--- config.mk ---
export PLATFORM = sky130hd
export DESIGN_NAME = ihex_stream_decoder
export DESIGN_NICKNAME = d
export VERILOG_FILES = /design/src/rtl/ihex_pkg.sv /design/src/rtl/ihex_char_class.sv /design/src/rtl/ihex_byte_buf.sv /design/src/rtl/ihex_rec_check.sv /design/src/rtl/ihex_stream_decoder.sv
export SDC_FILE = /design/constraint.sdc
export NUM_CORES = 1
export LEC_CHECK = 0
export ABC_AREA = 0
export BUFFER_PORTS_ARGS = -buffer_cell sky130_fd_sc_hd__buf_2
export CORE_MARGIN = 2
export CORE_UTILIZATION = 50
export CTS_CLUSTER_SIZE = 12
export DETAILED_ROUTE_END_ITERATION = 10
export PLACE_DENSITY = 0.66
export SLEW_MARGIN = 20
export SYNTH_ARGS = -nofsm -noshare
export SYNTH_HDL_FRONTEND = slang
export SYNTH_SLANG_ARGS = --single-unit
--- constraint.sdc ---
create_clock -name clk -period 8.52 [get_ports clk]
set_input_delay 0.426 -clock clk [delete_from_list [all_inputs] [get_ports clk]]
set_output_delay 0.426 -clock clk [all_outputs]
set_load 0.005 [all_outputs]
--- src/rtl/ihex_pkg.sv ---
package ihex_pkg;

    typedef enum logic [1:0] {
        ST_HUNT,
        ST_RECV,
        ST_DRAIN,
        ST_DONE
    } dec_state_e;

    typedef enum logic [2:0] {
        VERD_OK,
        VERD_FMT,
        VERD_LEN,
        VERD_SUM,
        VERD_ORDER
    } verdict_e;

    typedef enum logic [1:0] {
        ACT_NONE,
        ACT_DATA,
        ACT_EOF,
        ACT_BASE
    } action_e;

    localparam logic [7:0] TYPE_DATA = 8'h00;
    localparam logic [7:0] TYPE_EOF  = 8'h01;
    localparam logic [7:0] TYPE_SEG  = 8'h02;
    localparam logic [7:0] TYPE_LIN  = 8'h04;

    localparam int unsigned HDR_PAIRS = 4;

endpackage

--- src/rtl/ihex_char_class.sv ---
module ihex_char_class (
    input  logic [7:0] ch,
    output logic       is_hex,
    output logic       is_colon,
    output logic       is_eol,
    output logic [3:0] nib
);
    always_comb begin
        is_hex   = 1'b0;
        nib      = 4'h0;
        is_colon = (ch == 8'h3A);
        is_eol   = (ch == 8'h0D) || (ch == 8'h0A);
        if (ch >= 8'h30 && ch <= 8'h39) begin
            is_hex = 1'b1;
            nib    = 4'(ch - 8'h30);
        end else if (ch >= 8'h41 && ch <= 8'h46) begin
            is_hex = 1'b1;
            nib    = 4'(ch - 8'h37);
        end else if (ch >= 8'h61 && ch <= 8'h66) begin
            is_hex = 1'b1;
            nib    = 4'(ch - 8'h57);
        end
    end
endmodule

--- src/rtl/ihex_byte_buf.sv ---
module ihex_byte_buf #(
    parameter int unsigned DEPTH = 16,
    parameter int unsigned AW    = 4
) (
    input  logic          clk,
    input  logic          we,
    input  logic [AW-1:0] waddr,
    input  logic [7:0]    wdata,
    input  logic [AW-1:0] raddr,
    output logic [7:0]    rdata
);
    logic [7:0] mem_q [DEPTH];

    always_ff @(posedge clk) begin
        if (we) mem_q[waddr] <= wdata;
    end

    assign rdata = mem_q[raddr];
endmodule

--- src/rtl/ihex_rec_check.sv ---
module ihex_rec_check
    import ihex_pkg::*;
#(
    parameter int unsigned DATA_MAX = 16
) (
    input  logic        odd_digits,
    input  logic [8:0]  npairs,
    input  logic [7:0]  cnt,
    input  logic [15:0] addr16,
    input  logic [7:0]  rtype,
    input  logic        sum_ok,
    input  logic [31:0] abs_addr,
    input  logic [31:0] last_end,
    output verdict_e    verdict,
    output action_e     action
);
    always_comb begin
        verdict = VERD_OK;
        action  = ACT_NONE;
        if (odd_digits || npairs < 9'(HDR_PAIRS + 1)) begin
            verdict = VERD_FMT;
        end else if ((npairs - 9'(HDR_PAIRS + 1)) != {1'b0, cnt}) begin
            verdict = VERD_LEN;
        end else if (!sum_ok) begin
            verdict = VERD_SUM;
        end else begin
            case (rtype)
                TYPE_DATA: begin
                    if (32'(cnt) > DATA_MAX)     verdict = VERD_LEN;
                    else if (abs_addr < last_end) verdict = VERD_ORDER;
                    else                          action  = ACT_DATA;
                end
                TYPE_EOF: begin
                    if (cnt != 8'd0) verdict = VERD_LEN;
                    else             action  = ACT_EOF;
                end
                TYPE_SEG, TYPE_LIN: begin
                    if (cnt != 8'd2)           verdict = VERD_LEN;
                    else if (addr16 != 16'h0)  verdict = VERD_FMT;
                    else                       action  = ACT_BASE;
                end
                default: verdict = VERD_FMT;
            endcase
        end
    end
endmodule

--- src/rtl/ihex_stream_decoder.sv ---
module ihex_stream_decoder
    import ihex_pkg::*;
#(
    parameter int unsigned DATA_MAX = 16
) (
    input  logic        clk,
    input  logic        rst_n,
    input  logic        restart,
    input  logic        in_valid,
    input  logic [7:0]  in_char,
    output logic        in_ready,
    output logic        out_valid,
    output logic [31:0] out_addr,
    output logic [7:0]  out_data,
    output logic        eof_seen,
    output logic        err_format,
    output logic        err_length,
    output logic        err_checksum,
    output logic        err_order
);
    localparam int unsigned DEPTH = (DATA_MAX > 1) ? DATA_MAX : 2;
    localparam int unsigned AW    = $clog2(DEPTH);

    typedef struct packed {
        dec_state_e  st;
        logic [3:0]  hi;
        logic        half;
        logic [8:0]  npairs;
        logic [7:0]  cnt;
        logic [15:0] addr16;
        logic [7:0]  rtype;
        logic [15:0] ext;
        logic [7:0]  sum;
        logic [31:0] base;
        logic [31:0] last_end;
        logic [31:0] start;
        logic [7:0]  rd;
        logic        e_fmt;
        logic        e_len;
        logic        e_sum;
        logic        e_ord;
    } dec_regs_t;

    localparam dec_regs_t REGS_INIT = '{
        st: ST_HUNT, hi: 4'h0, half: 1'b0, npairs: 9'd0, cnt: 8'd0,
        addr16: 16'h0, rtype: 8'h0, ext: 16'h0, sum: 8'h0, base: 32'h0,
        last_end: 32'h0, start: 32'h0, rd: 8'd0,
        e_fmt: 1'b0, e_len: 1'b0, e_sum: 1'b0, e_ord: 1'b0
    };

    dec_regs_t q, d;

    logic       c_hex, c_colon, c_eol;
    logic [3:0] c_nib;

    ihex_char_class u_class (
        .ch       (in_char),
        .is_hex   (c_hex),
        .is_colon (c_colon),
        .is_eol   (c_eol),
        .nib      (c_nib)
    );

    logic [31:0] rec_abs;
    verdict_e    verdict;
    action_e     action;

    assign rec_abs = q.base + {16'h0, q.addr16};

    ihex_rec_check #(.DATA_MAX(DATA_MAX)) u_check (
        .odd_digits (q.half),
        .npairs     (q.npairs),
        .cnt        (q.cnt),
        .addr16     (q.addr16),
        .rtype      (q.rtype),
        .sum_ok     (q.sum == 8'h00),
        .abs_addr   (rec_abs),
        .last_end   (q.last_end),
        .verdict    (verdict),
        .action     (action)
    );

    logic          buf_we;
    logic [AW-1:0] buf_waddr;
    logic [7:0]    buf_wdata;
    logic [7:0]    buf_rdata;
    logic [8:0]    data_idx;
    logic [7:0]    byte_v;

    ihex_byte_buf #(.DEPTH(DEPTH), .AW(AW)) u_buf (
        .clk   (clk),
        .we    (buf_we),
        .waddr (buf_waddr),
        .wdata (buf_wdata),
        .raddr (q.rd[AW-1:0]),
        .rdata (buf_rdata)
    );

    assign data_idx  = q.npairs - 9'(HDR_PAIRS);
    assign byte_v    = {q.hi, c_nib};
    assign buf_wdata = byte_v;
    assign buf_waddr = data_idx[AW-1:0];

    always_comb begin
        d       = q;
        d.e_fmt = 1'b0;
        d.e_len = 1'b0;
        d.e_sum = 1'b0;
        d.e_ord = 1'b0;
        buf_we  = 1'b0;
        if (restart) begin
            d = REGS_INIT;
        end else begin
            case (q.st)
                ST_HUNT: begin
                    if (in_valid && c_colon) begin
                        d.st     = ST_RECV;
                        d.half   = 1'b0;
                        d.npairs = 9'd0;
                        d.sum    = 8'h00;
                    end
                end
                ST_RECV: begin
                    if (in_valid) begin
                        if (c_hex) begin
                            if (!q.half) begin
                                d.hi   = c_nib;
                                d.half = 1'b1;
                            end else begin
                                d.half = 1'b0;
                                d.sum  = q.sum + byte_v;
                                if (q.npairs != 9'h1FF) d.npairs = q.npairs + 9'd1;
                                case (q.npairs)
                                    9'd0: d.cnt          = byte_v;
                                    9'd1: d.addr16[15:8] = byte_v;
                                    9'd2: d.addr16[7:0]  = byte_v;
                                    9'd3: d.rtype        = byte_v;
                                    9'd4: d.ext[15:8]    = byte_v;
                                    9'd5: d.ext[7:0]     = byte_v;
                                    default: ;
                                endcase
                                if (q.npairs >= 9'(HDR_PAIRS) && data_idx < 9'(DEPTH))
                                    buf_we = 1'b1;
                            end
                        end else if (c_eol) begin
                            d.st = ST_HUNT;
                            case (verdict)
                                VERD_FMT:   d.e_fmt = 1'b1;
                                VERD_LEN:   d.e_len = 1'b1;
                                VERD_SUM:   d.e_sum = 1'b1;
                                VERD_ORDER: d.e_ord = 1'b1;
                                default: ;
                            endcase
                            case (action)
                                ACT_DATA: begin
                                    d.start    = rec_abs;
                                    d.last_end = rec_abs + {24'h0, q.cnt};
                                    d.rd       = 8'd0;
                                    if (q.cnt != 8'd0) d.st = ST_DRAIN;
                                end
                                ACT_EOF:  d.st = ST_DONE;
                                ACT_BASE: begin
                                    if (q.rtype == TYPE_LIN) d.base = {q.ext, 16'h0};
                                    else                     d.base = {12'h0, q.ext, 4'h0};
                                end
                                default: ;
                            endcase
                        end else begin
                            d.st    = ST_HUNT;
                            d.e_fmt = 1'b1;
                        end
                    end
                end
                ST_DRAIN: begin
                    d.rd = q.rd + 8'd1;
                    if (q.rd == q.cnt - 8'd1) d.st = ST_HUNT;
                end
                default: ;
            endcase
        end
    end

    always_ff @(posedge clk or negedge rst_n) begin
        if (!rst_n) q <= REGS_INIT;
        else        q <= d;
    end

    assign in_ready     = (q.st != ST_DRAIN);
    assign out_valid    = (q.st == ST_DRAIN);
    assign out_addr     = q.start + {24'h0, q.rd};
    assign out_data     = buf_rdata;
    assign eof_seen     = (q.st == ST_DONE);
    assign err_format   = q.e_fmt;
    assign err_length   = q.e_len;
    assign err_checksum = q.e_sum;
    assign err_order    = q.e_ord;

    // the input is stalled for as long as bytes are released
    a_r2_stall_during_release: assert property (@(posedge clk) disable iff (!rst_n)
        out_valid |-> !in_ready);

    // released bytes walk up the address space one step per cycle
    a_r2_addr_steps: assert property (@(posedge clk) disable iff (!rst_n)
        (out_valid && $past(out_valid)) |-> out_addr == $past(out_addr) + 32'd1);

    // never two error kinds at once
    a_r11_one_error_kind: assert property (@(posedge clk) disable iff (!rst_n)
        $onehot0({err_format, err_length, err_checksum, err_order}));

    // an error is a single-cycle pulse
    a_r11_error_pulse: assert property (@(posedge clk) disable iff (!rst_n)
        (err_format || err_length || err_checksum || err_order) |=>
        !(err_format || err_length || err_checksum || err_order));

    // end-of-file state holds until restart
    a_r10_eof_sticky: assert property (@(posedge clk) disable iff (!rst_n)
        (eof_seen && !restart) |=> eof_seen);

    // nothing comes out after end-of-file
    a_r10_quiet_after_eof: assert property (@(posedge clk) disable iff (!rst_n)
        (eof_seen && $past(eof_seen)) |->
        !(out_valid || err_format || err_length || err_checksum || err_order));

    // a checksum error is never followed by a release
    a_r3_no_release_on_bad_sum: assert property (@(posedge clk) disable iff (!rst_n)
        err_checksum |-> !out_valid);
endmodule

==> flow_summary.json <==
{
  "status": "complete, no violations",
  "grt_max_degree": 63,
  "dieHeight_um": 188,
  "setup_viol": 0,
  "synth_area_um2": 16900,
  "dp_hpwl_um": 27800,
  "dp.cells": 1942,
  "path_clk_slew_ps": 60,
  "cts_buffer_depth": 3,
  "slowest_stage": "o31ai_1",
  "clk_latency_ps": 510,
  "cts_tree": "built",
  "cts_buffers": 34,
  "arrival_ps": 6560,
  "rsz0062_at_grt": "false",
  "area_delta_synth_final_pct": 10.7,
  "ant_nets": 0,
  "layout_common_cells": "dfrtp_1 (175), nand2_1 (130), edfxtp_1 (128), o21ai_0 (94), ha_1 (88)",
  "seqCellArea_um2": 8250,
  "path_cells": "ha_1 > a21oi_2 > o22a_1 > nor3_1 > nor4_1 > inv_1 > ha_1 > a21o_1 > a21o_1 > a21o_1 > a211o_1 > a211oi_1 > o22ai_1 > o31ai_1 > nand2b_1 > a21oi_1 > ha_1 > a21oi_4 > buf_4 > nand2_1 > o31ai_1",
  "met3_usage": 0.0303,
  "syn_inst": 1480,
  "finalCritPeriodShare": 0.723,
  "first_pass_iters": 5,
  "drc": 0,
  "path_depth": 21,
  "portBuffers": 58,
  "instances_no_fill": 2001,
  "synth_seq_area_share": 0.487,
  "maxCapViolCount": 0,
  "rows": 67,
  "die_x_um": 188,
  "htree_levels": 2,
  "ys_ff_latch": 304,
  "synth_nets": 1583,
  "setup-tns-final_ps": 0,
  "wl_um": 38900,
  "antenna_found_initial": 1,
  "yosys_warnings": 0,
  "powerDensity_nw_per_um2": 166,
  "hold_violations": 0,
  "r2r_setup_slack_ps": 2360,
  "clock_skew_ps": 16.4,
  "synth.avg_cell_area_um2": 11.4,
  "cp-end-kind": "register",
  "synth_edf_count": 128,
  "gp_congestion": 0.872,
  "grt_pass1_wl_um": 61900,
  "post-route-util": 0.560,
  "grt_pass1_vias": 11200,
  "wl_per_cell_um": 19.4,
  "vias": 11700,
  "ios": 59,
  "yosysUniqueCellTypes": 91,
  "crit_family": "compound AO/OA/AOI/OAI gates",
  "met2_usage": 0.322,
  "leakage_nw": 7.91,
  "cts_root_buffer": "clkbuf_16",
  "max_freq_ghz": 0.162,
  "clock_sinks": 304,
  "start_kind": "register",
  "layout_commonest_cell": "dfrtp_1",
  "crit_fanout": 58,
  "cp.required_ps": 8930,
  "worstReg2RegEnd": "q[75]",
  "drive_gt1_frac": 0.138,
  "post_cts_buffers": 0,
  "design.die.area_um2": 35300,
  "multi_input_area_um2": 8160,
  "track_usage": 0.221,
  "slew_viol_final": 0,
  "worstHoldPathCells": 3,
  "r2r_start": "q[81]",
  "whs_ps": 306,
  "finalNetCount": 1634,
  "start_util": 0.506,
  "fin_crit_ps": 6160,
  "min_from": "in_valid",
  "hp-class": "input port to register",
  "grt_overflow": 0,
  "r2r_cells": 21,
  "synth_ff_type": "dfrtp_1",
  "via_per_inst": 5.85,
  "tightest_slew_ps": 1000,
  "fillers": 2770,
  "worstSetupPathType": "register to register",
  "relSlewSlack": 0.331,
  "drt_iter0_markers": 965,
  "design_area_um2": 18700,
  "critical-path-max-stage-delay_ps": 620,
  "diodes": 0,
  "placed_area_um2": 17700,
  "cp.buffers_inverters": 2,
  "ir_drop_v": 0.0000891,
  "coreArea_um2": 33400,
  "grtUsageMet1": 0.350,
  "ys_async_sr_fraction": 0.579,
  "min_to": "err_length",
  "busiest_layer": "met1"
}
per-layer routing:
layer | routed length [µm] | part of all wire
met2 | 16600 | 0.43
met3 | 2010 | 0.052
met5 | 0 | 0
met4 | 550 | 0.014
met1 | 19700 | 0.51
worst reg2reg max path, cell delays in order (launching register included):
cell and delay [ps]:
dfrtp_1 400, ha_1 390, a21oi_2 330, o22a_1 290
nor3_1 80, nor4_1 540, inv_1 180, ha_1 220
a21o_1 170, a21o_1 170, a21o_1 190, a211o_1 260
a211oi_1 270, o22ai_1 180, o31ai_1 630, nand2b_1 240
a21oi_1 110, ha_1 310, a21oi_4 280, buf_4 550
nand2_1 160, o31ai_1 90
repair_timing:
item | CTS | global route
resized for setup | 0 | 0
endpoints found under the hold margin | 61 | 0
hold buffers | 1 | 0
final cells by class:
class / count / share of cell area
multi-input cells: 1037 / 0.436
well taps: 448 / 0.0299
clock buffers: 52 / 0.0523
inverters: 82 / 0.0164
clock inverters: 6 / 0.00347
repair buffers: 72 / 0.0216
flip-flops and latches: 304 / 0.440
stage by stage:
step	power [W]	setup WS, ps
finish	0.00310	2360
floorplan	0.00168	3680
detailed placement	0.00175	2500
global route	0.00321	1990
global placement	0.00174	2600
CTS	0.00312	2440
power by group:
part	total [W]	switching, W	internal (W)
Combinational	0.000180	0.000126	0.0000542
Sequential	0.00154	0.0000113	0.00153
Clock	0.00138	0.000558	0.000822
Total	0.00310	0.000695	0.00241
synth_stat cells, types with 5 or more instances:
| master | count | share of area |
|---|---|---|
| xnor2_1 | 58 | 0.030 |
| o21ai_0 | 95 | 0.028 |
| and4_1 | 5 | 0.0026 |
| dfrtp_1 | 176 | 0.26 |
| ha_1 | 88 | 0.065 |
| mux4_2 | 40 | 0.053 |
| or3_1 | 7 | 0.0026 |
| o31ai_1 | 14 | 0.0062 |
| xor2_1 | 40 | 0.021 |
| or2_2 | 7 | 0.0026 |
| a211oi_1 | 9 | 0.0040 |
| nand4_1 | 23 | 0.0085 |
| a22o_1 | 51 | 0.026 |
| o21a_1 | 8 | 0.0035 |
| nor2b_1 | 13 | 0.0048 |
| inv_1 | 82 | 0.018 |
| and2_1 | 11 | 0.0041 |
| a211o_1 | 5 | 0.0026 |
| edfxtp_1 | 128 | 0.23 |
| mux2i_1 | 6 | 0.0035 |
| nand3_1 | 30 | 0.0089 |
| nand2b_1 | 20 | 0.0074 |
| nor3_1 | 19 | 0.0056 |
| a31oi_1 | 7 | 0.0026 |
| mux2_1 | 48 | 0.032 |
| a21oi_1 | 47 | 0.014 |
| nor2_1 | 82 | 0.018 |
| nor3b_1 | 5 | 0.0022 |
| o21bai_1 | 6 | 0.0027 |
| and3_1 | 21 | 0.0078 |
| a21o_1 | 26 | 0.012 |
| nor4_1 | 18 | 0.0067 |
| nand2_1 | 130 | 0.029 |
| clkbuf_1 | 47 | 0.010 |
| o21ai_1 | 8 | 0.0024 |
cells by family after synthesis:
logic type	after synthesis	synth area share
mux	98	0.0914
xor+xnor	100	0.0526
buf+inv	139	0.0325
simple gates	415	0.126
other cells	1	0.000222
fa+ha+maj	92	0.0692
compound gates	331	0.140
flops	304	0.487
flip-flops by register name, indices dropped and copies added (netlist names):
register      cells
err_order         1
u_buf.mem_q     128
err_length        1
q               168
buf_wdata         4
err_format        1
err_checksum      1
worst max path at each step:
stage,startpoint,slack [ps],to
global placement,q[81],2600,q[106]
CTS,q[81],2440,q[33]
detailed placement,q[81],2500,q[75]
finish,q[81],2360,q[75]
global route,q[81],1990,q[58]
floorplan,q[81],3680,q[33]
(Power assumes the default switching activity.)
